**src/rtl/dma_addr_pkg.sv**
```systemverilog
// Shared types for the DMA address generator.
// Assumes a two-bit control register: bit 0 format override, bit 1 crossing enable.
package dma_addr_pkg;
    localparam int CTRL_W = 2;
    localparam int CTRL_FMT_BIT = 0;
    localparam int CTRL_CROSS_BIT = 1;

    typedef struct packed {
        logic cross_en;
        logic fmt_b;
    } ctrl_t;
endpackage

```
**src/rtl/dma_ctrl_reg.sv**
```systemverilog
// Global control register with per-bit masked writes.
// Assumes only the bits selected by the mask change on a write.
module dma_ctrl_reg
    import dma_addr_pkg::*;
(
    input  logic              clk,
    input  logic              rst_n,
    input  logic              wr_en,
    input  logic [CTRL_W-1:0] wr_mask,
    input  logic [CTRL_W-1:0] wr_data,
    output ctrl_t             ctrl_q
);
    logic [CTRL_W-1:0] bits_q;

    genvar gi;
    generate
        for (gi = 0; gi < CTRL_W; gi++) begin : g_bit
            // Update one control bit when its mask bit is set.
            always_ff @(posedge clk) begin
                if (!rst_n)
                    bits_q[gi] <= 1'b0;
                else if (wr_en && wr_mask[gi])
                    bits_q[gi] <= wr_data[gi];
            end
        end
    endgenerate

    assign ctrl_q = ctrl_t'(bits_q);
endmodule

```
**src/rtl/dma_cross_policy.sv**
```systemverilog
// Decides whether a job being loaded may cross megabyte boundaries.
// Assumes hypervisor mode overrides every enable.
module dma_cross_policy (
    input  logic glob_en,
    input  logic job_opt,
    input  logic hyper,
    output logic cross_ok
);
    // Either enable source, vetoed by hypervisor mode.
    always_comb cross_ok = !hyper && (glob_en || job_opt);
endmodule

```
**src/rtl/dma_addr_accum.sv**
```systemverilog
// Fixed-point address accumulator with wrap or cross behaviour.
// Assumes OFFS_W < ADDR_W and a step narrower than the accumulator.
module dma_addr_accum #(
    parameter int ADDR_W = 28,
    parameter int FRAC_W = 8,
    parameter int OFFS_W = 20,
    parameter int STEP_W = 16
) (
    input  logic              clk,
    input  logic              rst_n,
    input  logic              load,
    input  logic [ADDR_W-1:0] start,
    input  logic [STEP_W-1:0] step,
    input  logic              down,
    input  logic              cross_ok,
    input  logic              adv,
    output logic [ADDR_W-1:0] addr,
    output logic              cross_q
);
    localparam int ACC_W = ADDR_W + FRAC_W;
    localparam int LOW_W = OFFS_W + FRAC_W;

    logic [ACC_W-1:0]  acc_q;
    logic [STEP_W-1:0] step_q;
    logic              down_q;
    logic [ACC_W-1:0]  step_ext;
    logic [ACC_W-1:0]  sum;
    logic [ACC_W-1:0]  nxt;

    assign step_ext = ACC_W'(step_q);

    // Next accumulator value: full sum or sum confined to the megabyte.
    always_comb begin
        sum = down_q ? (acc_q - step_ext) : (acc_q + step_ext);
        nxt = cross_q ? sum : {acc_q[ACC_W-1:LOW_W], sum[LOW_W-1:0]};
    end

    // Job state: load has priority over a step.
    always_ff @(posedge clk) begin
        if (!rst_n) begin
            acc_q   <= '0;
            step_q  <= '0;
            down_q  <= 1'b0;
            cross_q <= 1'b0;
        end else if (load) begin
            acc_q   <= {start, {FRAC_W{1'b0}}};
            step_q  <= step;
            down_q  <= down;
            cross_q <= cross_ok;
        end else if (adv) begin
            acc_q   <= nxt;
        end
    end

    assign addr = acc_q[ACC_W-1:FRAC_W];
endmodule

```
**src/rtl/dma_addr_gen.sv**
```systemverilog
// Top of the DMA address generator: control register, policy and accumulator.
// Assumes register writes and job loads are single-cycle strobes.
module dma_addr_gen
    import dma_addr_pkg::*;
#(
    parameter int ADDR_W = 28,
    parameter int FRAC_W = 8,
    parameter int OFFS_W = 20,
    parameter int STEP_W = 16
) (
    input  logic              clk,
    input  logic              rst_n,
    input  logic              reg_wr_en,
    input  logic [1:0]        reg_wr_mask,
    input  logic [1:0]        reg_wr_data,
    input  logic              hyper_mode,
    input  logic              job_load,
    input  logic [ADDR_W-1:0] job_start,
    input  logic [STEP_W-1:0] job_step,
    input  logic              job_down,
    input  logic              job_cross_opt,
    input  logic              step_stb,
    output logic [ADDR_W-1:0] addr_out,
    output logic              cross_active,
    output logic              ctrl_fmt_b,
    output logic              ctrl_cross_en
);
    ctrl_t ctrl;
    logic  cross_ok;

    dma_ctrl_reg u_ctrl (
        .clk     (clk),
        .rst_n   (rst_n),
        .wr_en   (reg_wr_en),
        .wr_mask (reg_wr_mask),
        .wr_data (reg_wr_data),
        .ctrl_q  (ctrl)
    );

    dma_cross_policy u_policy (
        .glob_en  (ctrl.cross_en),
        .job_opt  (job_cross_opt),
        .hyper    (hyper_mode),
        .cross_ok (cross_ok)
    );

    dma_addr_accum #(
        .ADDR_W (ADDR_W),
        .FRAC_W (FRAC_W),
        .OFFS_W (OFFS_W),
        .STEP_W (STEP_W)
    ) u_accum (
        .clk      (clk),
        .rst_n    (rst_n),
        .load     (job_load),
        .start    (job_start),
        .step     (job_step),
        .down     (job_down),
        .cross_ok (cross_ok),
        .adv      (step_stb),
        .addr     (addr_out),
        .cross_q  (cross_active)
    );

    assign ctrl_fmt_b    = ctrl.fmt_b;
    assign ctrl_cross_en = ctrl.cross_en;
endmodule

```
**config.mk**
```make
export PLATFORM = sky130hd
export DESIGN_NAME = dma_addr_gen
export DESIGN_NICKNAME = d
export VERILOG_FILES = /design/src/rtl/dma_addr_pkg.sv /design/src/rtl/dma_ctrl_reg.sv /design/src/rtl/dma_cross_policy.sv /design/src/rtl/dma_addr_accum.sv /design/src/rtl/dma_addr_gen.sv
export SDC_FILE = /design/constraint.sdc
export NUM_CORES = 1
export LEC_CHECK = 0
export BUFFER_PORTS_ARGS = -buffer_cell sky130_fd_sc_hd__buf_2
export CAP_MARGIN = 20
export CORE_MARGIN = 3
export CORE_UTILIZATION = 52
export DETAILED_ROUTE_END_ITERATION = 6
export GPL_TIMING_DRIVEN = 0
export PLACE_DENSITY_LB_ADDON = 0.12
export RECOVER_POWER = 100
export SLEW_MARGIN = 25
export SYNTH_ARGS = -nofsm -noshare
export SYNTH_HDL_FRONTEND = slang
export SYNTH_SLANG_ARGS = --single-unit
```
**constraint.sdc**
```tcl
create_clock -name clk -period 3.7 [get_ports clk]
set_input_delay 0.74 -clock clk [delete_from_list [all_inputs] [get_ports clk]]
set_output_delay 0.74 -clock clk [all_outputs]
set_load 0.01 [all_outputs]
```
After elaboration in Yosys (flattened, before gate mapping)
Cells that the tools add are included.
W data, S select, Z words.
{ "totals": {"elab_cells": 24, "register_bits": 56, "output_inout_bits": 31, "input_bits": 56} }
{ "op_classes": {"muxes": 4, "bitwise_logic": 1, "n_addsub": 2, "n_reduce_logical": 9} }
{ "op_table": {"columns": ["op", "count"], "rows": [
  ["$mux W36", 4],
  ["$add A36 B16 Y36", 1],
  ["$sub A36 B16 Y36", 1],
  ["$reduce_bool A2 Y1", 2],
  ["$logic_and A1 B1 Y1", 3],
  ["$reduce_and A2 Y1", 1],
  ["$reduce_or A2 Y1", 1],
  ["$logic_not A1 Y1", 1],
  ["$logic_or A1 B1 Y1", 1],
  ["$not A1 Y1", 1]
]} }

Depth between registers and ports, before layout
Gate-level depths: netlist of the first run.
{ "depth": {"depth_word": 5, "ltp_mapped": 17} }

Modules after synthesis
From an unflattened synthesis of the first run, not the netlist that was laid out.
{ "unflattened": {"hier_cells": 637, "hier_area_um2": 4867.2} }
{ "by_module_without_submodules": {"columns": ["module", "area_each_um2", "instances", "cells_each"], "rows": [
  ["dma_addr_accum", 4774.6, 1, 626],
  ["dma_ctrl_reg", 82.6, 1, 10],
  ["dma_cross_policy", 10.0, 1, 1]
]} }

Worst setup path before layout of the first run
No wires, ideal clock.
{ "synth_path": {"kind": "register to register", "from": "register u_accum.step_q[2]", "to": "register u_accum.acc_q[30]", "synth_period_minus_slack_ns": 3.976, "stages_incl_launch_ff": 17, "arrival_ns": 3.858, "path_slack_ns": -0.276, "required_time_ns": 3.583, "path_buffers": 2, "path_cell_list": "dfxtp_1 nor4_1 nor4b_1 clkbuf_1 nand2_1 nor4_1 ha_1 mux2i_1 ha_1 clkbuf_1 and3_1 nand3_1 o31ai_1 a31oi_1 o21ai_0 xor2_1 a32o_1"} }
{ "synth_via": {"elab_chain_cells": 5, "word_cells_on_any_way": 6, "classes_between": "add/sub (2); mux (4)"} }
{ "synth_rtl": {"columns": ["item", "line_no", "text"], "rows": [
  ["from (decl)", "dma_addr_accum.sv:24", "logic [STEP_W-1:0] step_q;"],
  ["from (signal assigned)", "dma_addr_accum.sv:47", "step_q <= step;"],
  ["$add A36 B16 Y36 or $sub A36 B16 Y36 (tied branches)", "dma_addr_accum.sv:34", "sum = down_q ? (acc_q - step_ext) : (acc_q + step_ext);"],
  ["$mux W36 (*)", "dma_addr_accum.sv:34", null],
  ["$mux W36 (*)", "dma_addr_accum.sv:35", "nxt = cross_q ? sum : {acc_q[ACC_W-1:LOW_W], sum[LOW_W-1:0]};"],
  ["$mux W36 (*)", "dma_addr_accum.sv:50", "end else if (adv) begin"],
  ["$mux W36 (*)", "dma_addr_accum.sv:45", "end else if (load) begin"],
  ["to (signal assigned)", "dma_addr_accum.sv:46", "acc_q <= {start, {FRAC_W{1'b0}}};"],
  ["to (signal assigned)", "dma_addr_accum.sv:51", "acc_q <= nxt;"],
  ["to (decl)", "dma_addr_accum.sv:23", "logic [ACC_W-1:0] acc_q;"]
]} }
Mark *: on every way between the ends. The rest lies on a longest branch, timed or not. The select of a mux whose other input is x is not followed.
A chain may end at the register's enable or synchronous reset.

Worst setup path in the final report of the first run
{ "layout_path": {"from": "register u_accum.step_q[3]", "to": "register u_accum.acc_q[30]"} }
Same word-level chain as after synthesis.

==> results of run 1 <==
routing by layer:
metal,global-route usage (%),part of all wire [%]
met1,38.2,44
met2,48.2,47
met3,3.69,7.7
met4,5.65,1.5
met5,0,0
registers in the layout, indices dropped and copies added, names as in the netlist:
name,count
u_accum.acc_q,36
u_accum.cross_q,1
u_accum.down_q,1
u_accum.step_q,16
u_ctrl.ctrl_q,2
cell type report:
| type | count | area [um^2] |
|---|---|---|
| Multi-Input combinational cell | 495 | 3690 |
| Fill cell | 750 | 2820 |
| Sequential cell | 56 | 1130 |
| Timing Repair Buffer | 113 | 623 |
| Buffer | 55 | 328 |
| Tap cell | 108 | 135 |
| Clock buffer | 5 | 68.8 |
| Inverter | 15 | 56.3 |
| Clock inverter | 3 | 28.8 |
cells by family (layout without fill, tap and decap cells):
logic type,after synthesis,after routing
buf+inv,73,191
fa+ha+maj,39,39
compound gates,192,192
flops,56,56
simple gates,193,193
xor+xnor,41,41
mux,30,30
power breakdown:
group,internal (mW),leakage (nW),switching [mW]
logic,0.500,2.23,0.577
clock network,0.144,0.0511,0.253
registers,0.650,0.465,0.0585
cell usage in the layout, fill, tap and decap left out, types with 7 or more instances in the layout:
master / netlist / layout
a22o_1: 7 / 7
nand3_1: 12 / 12
xor2_1: 8 / 8
a31o_2: 7 / 7
a21oi_2: 1 / 7
clkbuf_4: 0 / 20
nor3_1: 13 / 12
nand4_1: 8 / 8
buf_4: 28 / 36
mux2i_1: 30 / 29
clkbuf_1: 27 / 35
xnor2_1: 33 / 30
buf_2: 1 / 73
dfxtp_1: 56 / 50
nor2b_1: 22 / 22
o211ai_1: 8 / 8
o21ai_0: 42 / 33
nor2_1: 57 / 54
inv_1: 13 / 13
and2_1: 7 / 7
nand2_1: 48 / 47
a21o_1: 21 / 21
a21oi_1: 58 / 49
ha_1: 38 / 35
timing repair:
item                                    in CTS  in global routing
gates resized for setup                     41                 39
pin swaps                                   15                 37
buffers inserted                            13                 15
endpoints found under the setup margin      20                 16
stage by stage:
step                std cells  hold WS [ns]  setup WS [ns]
finish                    850         0.494         0.0854
CTS                       836         0.490      -0.000440
global placement          817         0.456         -0.842
detailed placement        817         0.468         -0.917
floorplan                 624         0.445         0.0506
global route              850         0.531        -0.0885
path summary, 6_finish.rpt:
check / cells after the start / end / start / slack, ns
max: 16 / u_accum.acc_q[30]$_SDFFE_PN0P_ / u_accum.step_q[3]$_SDFFE_PN0P_ / 0.09
min: 2 / u_accum.acc_q[5]$_SDFFE_PP0P_ / u_accum.acc_q[5]$_SDFFE_PP0P_ / 0.49
max reg2reg: 16 / u_accum.acc_q[30]$_SDFFE_PN0P_ / u_accum.step_q[3]$_SDFFE_PN0P_ / 0.09
min reg2reg: 2 / u_accum.acc_q[5]$_SDFFE_PP0P_ / u_accum.acc_q[5]$_SDFFE_PP0P_ / 0.49
worst max-delay path: cells and delay by family, from the launching register on:
| family | cells | cell delay, ns |
|---|---|---|
| and+or+nand+nor | 7 | 1.13 |
| AOI/OAI and AO/OA | 4 | 0.99 |
| buffers and inverters | 2 | 0.37 |
| adders and majority gates | 1 | 0.42 |
| DFF | 1 | 0.37 |
| xor gates and xnor gates | 2 | 0.24 |
==> summary.txt, run 1 <==
Place
  – Gpl congestion: 0.959
  – Placed Area: 5410 um^2
  – Detailed Place HPWL: 11400 um
  – PortBufs: 85

Synthesis
  – Cell taking the most area after synthesis: dfxtp_1
  – Synth top area share: 23.2%
  – Synthesis Warnings: 0
  – Synthesized-area fraction occupied by adder cells: 10.2%
  – Cell Area, Synth: 4830 um^2
  – Syn_area_per_cell: 7.75 um^2
  – Syn Inst Count: 624
  – EDFF count, synth: 0
  – Sequential fraction of the synthesis area: 23.2%
  – Synth Area in Simple Gates: 19.0%
  – Largest family of logic cells by synthesized area: compound AO/OA/AOI/OAI gates
  – Post-synthesis async set-or-reset flop share: 0%
  – Xor/xnor cell area share of the yosys netlist: 7.43%
  – Synth area leaders: dfxtp_1, ha_1, mux2i_1
  – Main synth FF type: dfxtp_1
  – Number of synthesized register bits: 56
  – Yosys cell types: 56
  – Synth top cells by count: a21oi_1, nor2_1, dfxtp_1
  – Syn Nets: 719
  – Mux cell area share after synthesis: 6.21%
  – Top-count cell post-synth: a21oi_1
  – Compound-Gate Fraction of Synth Area: 26.0%

STA
  – Final Setup Violations: 0
  – Fin crit share: 97.7%
  – Post-layout minimum cycle time: 3.61 ns
  – Final Hold Vio Count: 0
  – Sum Neg Setup Slack: 0 ns
  – RSZ-0062 raised after global routing: true
  – Final Max Tran Viols: 0
  – Slew HR: 38.4%
  – Fmax: 277 MHz
  – Worst slew pin tran: 0.925 ns
  – Clock skew: 0.0204 ns

Clock network
  – Root Buffer: clkbuf_8
  – Num CTS Buffers: 5
  – Clk pin slew, worst setup/hold paths: 0.13 ns
  – Clk_lat worst skew: 0.33 ns
  – Clk sinks: 56
  – CTS tree: done
  – Clock Path Buffers: 2
  – CTS Hold Buffers Added: 0
  – H-tree Lvls: 2

Detailed routing
  – DRC: 0
  – Drt pass-1 iters: 5
  – Via count: 5046
  – DR vias/cell: 5.94
  – Routed Antenna Nets: 0
  – First DRT Iteration DRCs: 370
  – Wirelength per Cell: 18.1 um
  – Post-Route WL: 15400 um

Pwr
  – P per Cell Area: 360 nW/um^2
  – Leakage power: 2.75 nW
  – Total Power: 2.18 mW
  – Max IR drop VDD: 0.221 mV

Setup path
  – Critical Path Slowest Stage Cell: ha_1
  – Crit path capture type: register
  – Critical Path AT: 3.86 ns
  – CP Cell Sequence: nor4_4 -> nor4b_4 -> clkbuf_8 -> nand2_2 -> nor2_1 -> nor2_1 -> xnor2_1 -> ha_1 -> buf_4 -> and3_4 -> nand3_1 -> o31ai_4 -> a31oi_4 -> o21ai_4 -> xor2_1 -> a32o_1
  – CP peak stage delay: 0.42 ns
  – CP max FO: 5
  – Startpoint Class: register
  – Most used cell, CP: nor2_1
  – Crit Path Category: register to register
  – Worst EP required: 3.94 ns

Min path
  – Min-Delay Path Class: register to register

Status
  – Outcome: finished clean

Floorplan
  – Die area: 10500 um^2
  – Die height: 102 um
  – Die width: 102 um
  – I/O pins: 87
  – Standard-cell row count: 34
  – Starting Density: 54.4%
  – Core area: 8890 um^2

Global route
  – Antenna violations before repair: 0
  – Vias in the first global route: 4647
  – GRT Total Usage: 28.2%
  – Total grt overflow: 0
  – First-pass GRT wire length: 23200 um
  – Pin count of the biggest net entering global routing: 21

Flow run
  – Max-cap violation count: 0

Final layout
  – Share of layout cells above drive strength 1: 27.4%
  – Layout area overhead: 25.5%
  – Fin nets: 836
  – Final instance area: 6070 um^2
  – Final design utilization: 68.3%
  – Ant diodes: 0
(Power assumes the default switching activity.)
==> inputs of run 2 (changes only) <==
--- a/config.mk
+++ b/config.mk
@@ -13,6 +13,7 @@
 export GPL_TIMING_DRIVEN = 0
 export PLACE_DENSITY_LB_ADDON = 0.12
 export RECOVER_POWER = 100
+export REMOVE_ABC_BUFFERS = 1
 export SLEW_MARGIN = 25
 export SYNTH_ARGS = -nofsm -noshare
 export SYNTH_HDL_FRONTEND = slang
==> run 2 against run 1 <==
Net effect: worst hold slack worse by 0.0093 ns; core utilization down 5.8 points; maximum frequency fell by 0.78%; sequential power about the same; sequential cell count did not move; sequential share of layout area grew 1.7 points; register-to-register slack got worse by 0.03 ns; critical endpoint unchanged.
==> summary.txt, run 2 (synthesis results as in run 1) <==
STA
  – Fin crit share: 98.5% (was 97.7%)
  – Fmax: 274 MHz (was 277 MHz)
  – Clock skew: 0.0162 ns (was 0.0204 ns)
  – Sum Neg Setup Slack: 0 ns (unchanged)
  – RSZ-0062 raised after global routing: true (unchanged)
  – Fin Hold WS: 0.484 ns (was 0.494 ns)
  – Final Setup Violations: 0 (unchanged)
  – Slew HR: 48.6% (was 38.4%)
  – Post-layout minimum cycle time: 3.64 ns (was 3.61 ns)
  – Final Max Tran Viols: 0 (unchanged)
  – Fin worst setup slack: 0.0569 ns (was 0.0854 ns)
  – Final Hold Vio Count: 0 (unchanged)
  – Worst slew pin tran: 0.772 ns (was 0.925 ns)

Status
  – Outcome: finished clean (unchanged)

Setup path
  – Crit path capture type: register (unchanged)
  – Critical Path AT: 3.89 ns (was 3.86 ns)
  – Startpoint Class: register (unchanged)
  – CP max FO: 6 (was 5)
  – Crit Path Category: register to register (unchanged)
  – Worst EP required: 3.95 ns (was 3.94 ns)

Pwr
  – Clock share of power: 19.3% (was 18.2%)
  – Total Power: 2.03 mW (was 2.18 mW)
  – Flop pwr share: 34.9% (was 32.5%)
  – Leakage power: 2.42 nW (was 2.75 nW)
  – P_int: 1.21 mW (was 1.29 mW)
  – Max IR drop VDD: 0.183 mV (was 0.221 mV)
  – NetSw: 0.820 mW (was 0.889 mW)
  – Sw frac: 40.3% (was 40.7%)
  – P per Cell Area: 366 nW/um^2 (was 360 nW/um^2)
  – Gate power share: 45.8% (was 49.3%)

Clock network
  – Clk_lat worst skew: 0.34 ns (was 0.33 ns)
  – CTS tree: done (unchanged)
  – Root Buffer: clkbuf_8 (unchanged)
  – Clk pin slew, worst setup/hold paths: 0.13 ns (about the same)
  – Clk sinks: 56 (unchanged)
  – Clock Path Buffers: 2 (unchanged)
  – CTS Hold Buffers Added: 0 (unchanged)
  – H-tree Lvls: 2 (unchanged)
  – Num CTS Buffers: 5 (unchanged)

Detailed routing
  – Routed Antenna Nets: 0 (unchanged)
  – DRC: 0 (unchanged)
  – Post-Route WL: 12800 um (was 15400 um)
  – Via count: 4605 (was 5046)
  – DR vias/cell: 5.87 (was 5.94)
  – First DRT Iteration DRCs: 236 (was 370)
  – Wirelength per Cell: 16.3 um (was 18.1 um)
  – Drt pass-1 iters: 5 (unchanged)

Global route
  – Vias in the first global route: 4259 (was 4647)
  – Pin count of the biggest net entering global routing: 55 (was 21)
  – Antenna violations before repair: 1 (was 0)
  – Total grt overflow: 0 (unchanged)
  – First-pass GRT wire length: 20500 um (was 23200 um)
  – GRT Total Usage: 24.1% (was 28.2%)

Place
  – Placed cells: 761 (was 817)
  – Placed Area: 5090 um^2 (was 5410 um^2)
  – DP Worst Slack: -1.20 ns (was -0.917 ns)
  – Detailed Place HPWL: 9150 um (was 11400 um)
  – PortBufs: 86 (was 85)
  – Gpl congestion: 0.902 (was 0.959)

Final layout
  – Layout area overhead: 14.8% (was 25.5%)
  – Commonest non-fill, non-tap cell in the layout: nor2_1 (was buf_2)
  – Share of layout cells above drive strength 1: 20.2% (was 27.4%)
  – Register area: 1130 um^2 (about the same)
  – Final instance area: 5550 um^2 (was 6070 um^2)
  – Finished Layout Cells: 785 (was 850)
  – Area of the multi-input gates: 3610 um^2 (was 3690 um^2)
  – Commonest non-fill, non-tap cells in the layout: nor2_1, buf_2, a21oi_1, dfxtp_1, nand2_1 (was buf_2, nor2_1, dfxtp_1, a21oi_1, nand2_1)
  – Largest register FFs: 36 (unchanged)
  – Ant diodes: 0 (unchanged)
  – Fin nets: 771 (was 836)
  – Final design utilization: 62.4% (was 68.3%)
  – Most flop-heavy register: u_accum.acc_q (unchanged)
  – # fillers: 818 (was 750)

Min path
  – Min-Delay Path Class: register to register (unchanged)

Floorplan
  – Die width: 102 um (unchanged)
  – Core area: 8890 um^2 (unchanged)
  – Die area: 10500 um^2 (unchanged)
  – Standard-cell row count: 34 (unchanged)
  – Starting Density: 54.4% (unchanged)
  – I/O pins: 87 (unchanged)
  – Die height: 102 um (unchanged)

Flow run
  – Max-cap violation count: 0 (unchanged)
## run 2: cell types whose count changed in the layout (fill, tap and decap cells not counted), moves of 4 or more
cell	before	now
buf_2	73	54
buf_4	36	17
clkbuf_1	35	31
clkbuf_4	20	0
## run 2: critical path, stage by stage, from the launching register on
cell and delay [ns]:
dfxtp_4 0.39, nor4_4 0.28, nor4b_4 0.30, buf_4 0.18
nand2_2 0.05, nor4_2 0.21, ha_1 0.27, mux2i_2 0.23
ha_4 0.26, a21o_1 0.16, a31oi_1 0.15, o21a_1 0.18
o31ai_4 0.11, a31oi_4 0.25, o21ai_4 0.10, xor2_1 0.16
a32o_1 0.26
## run 2: area by class of cell
| type | instances | area share [%] |
|---|---|---|
| clock buffer | 5 | 1.24 |
| tap | 108 | 2.43 |
| clock inverter | 3 | 0.518 |
| multi-input combinational | 495 | 65.0 |
| inverter | 15 | 1.01 |
| timing repair buffer | 103 | 9.47 |
| sequential | 56 | 20.4 |
## run 2: path summary, 6_finish.rpt
kind	from	end	slack (ns)	depth (start not counted)
worst min register to register	u_accum.acc_q[5]$_SDFFE_PP0P_	u_accum.acc_q[5]$_SDFFE_PP0P_	0.48	2
worst min-delay path	u_accum.acc_q[5]$_SDFFE_PP0P_	u_accum.acc_q[5]$_SDFFE_PP0P_	0.48	2
worst max-delay path	u_accum.step_q[2]$_SDFFE_PN0P_	u_accum.acc_q[30]$_SDFFE_PN0P_	0.06	16
worst max register to register	u_accum.step_q[2]$_SDFFE_PN0P_	u_accum.acc_q[30]$_SDFFE_PN0P_	0.06	16
## run 2: repair_timing
action | CTS | global route
pin swaps | 7 | 26
endpoints found under the setup margin | 22 | 13
gates resized for setup | 28 | 36
buffers inserted | 7 | 9
## run 2: metal layers
| layer | track usage (%) | vias up | wire (um) |
|---|---|---|---|
| li1 | - | 2333 | - |
| met1 | 34.0 | 2132 | 6180 |
| met3 | 3.34 | 16 | 602 |
| met2 | 39.5 | 122 | 5870 |
| met5 | 0 | - | 7 |
| met4 | 4.84 | 2 | 151 |
## run 2: power by group through the flow
stage	Combinational, mW	Sequential [mW]	Clock, mW
after floorplan	0.598	0.715	0
after global placement	0.803	0.712	0
after detailed placement	0.821	0.715	0
after CTS	0.860	0.706	0.401
after global routing	1.03	0.716	0.426
final	0.930	0.708	0.392
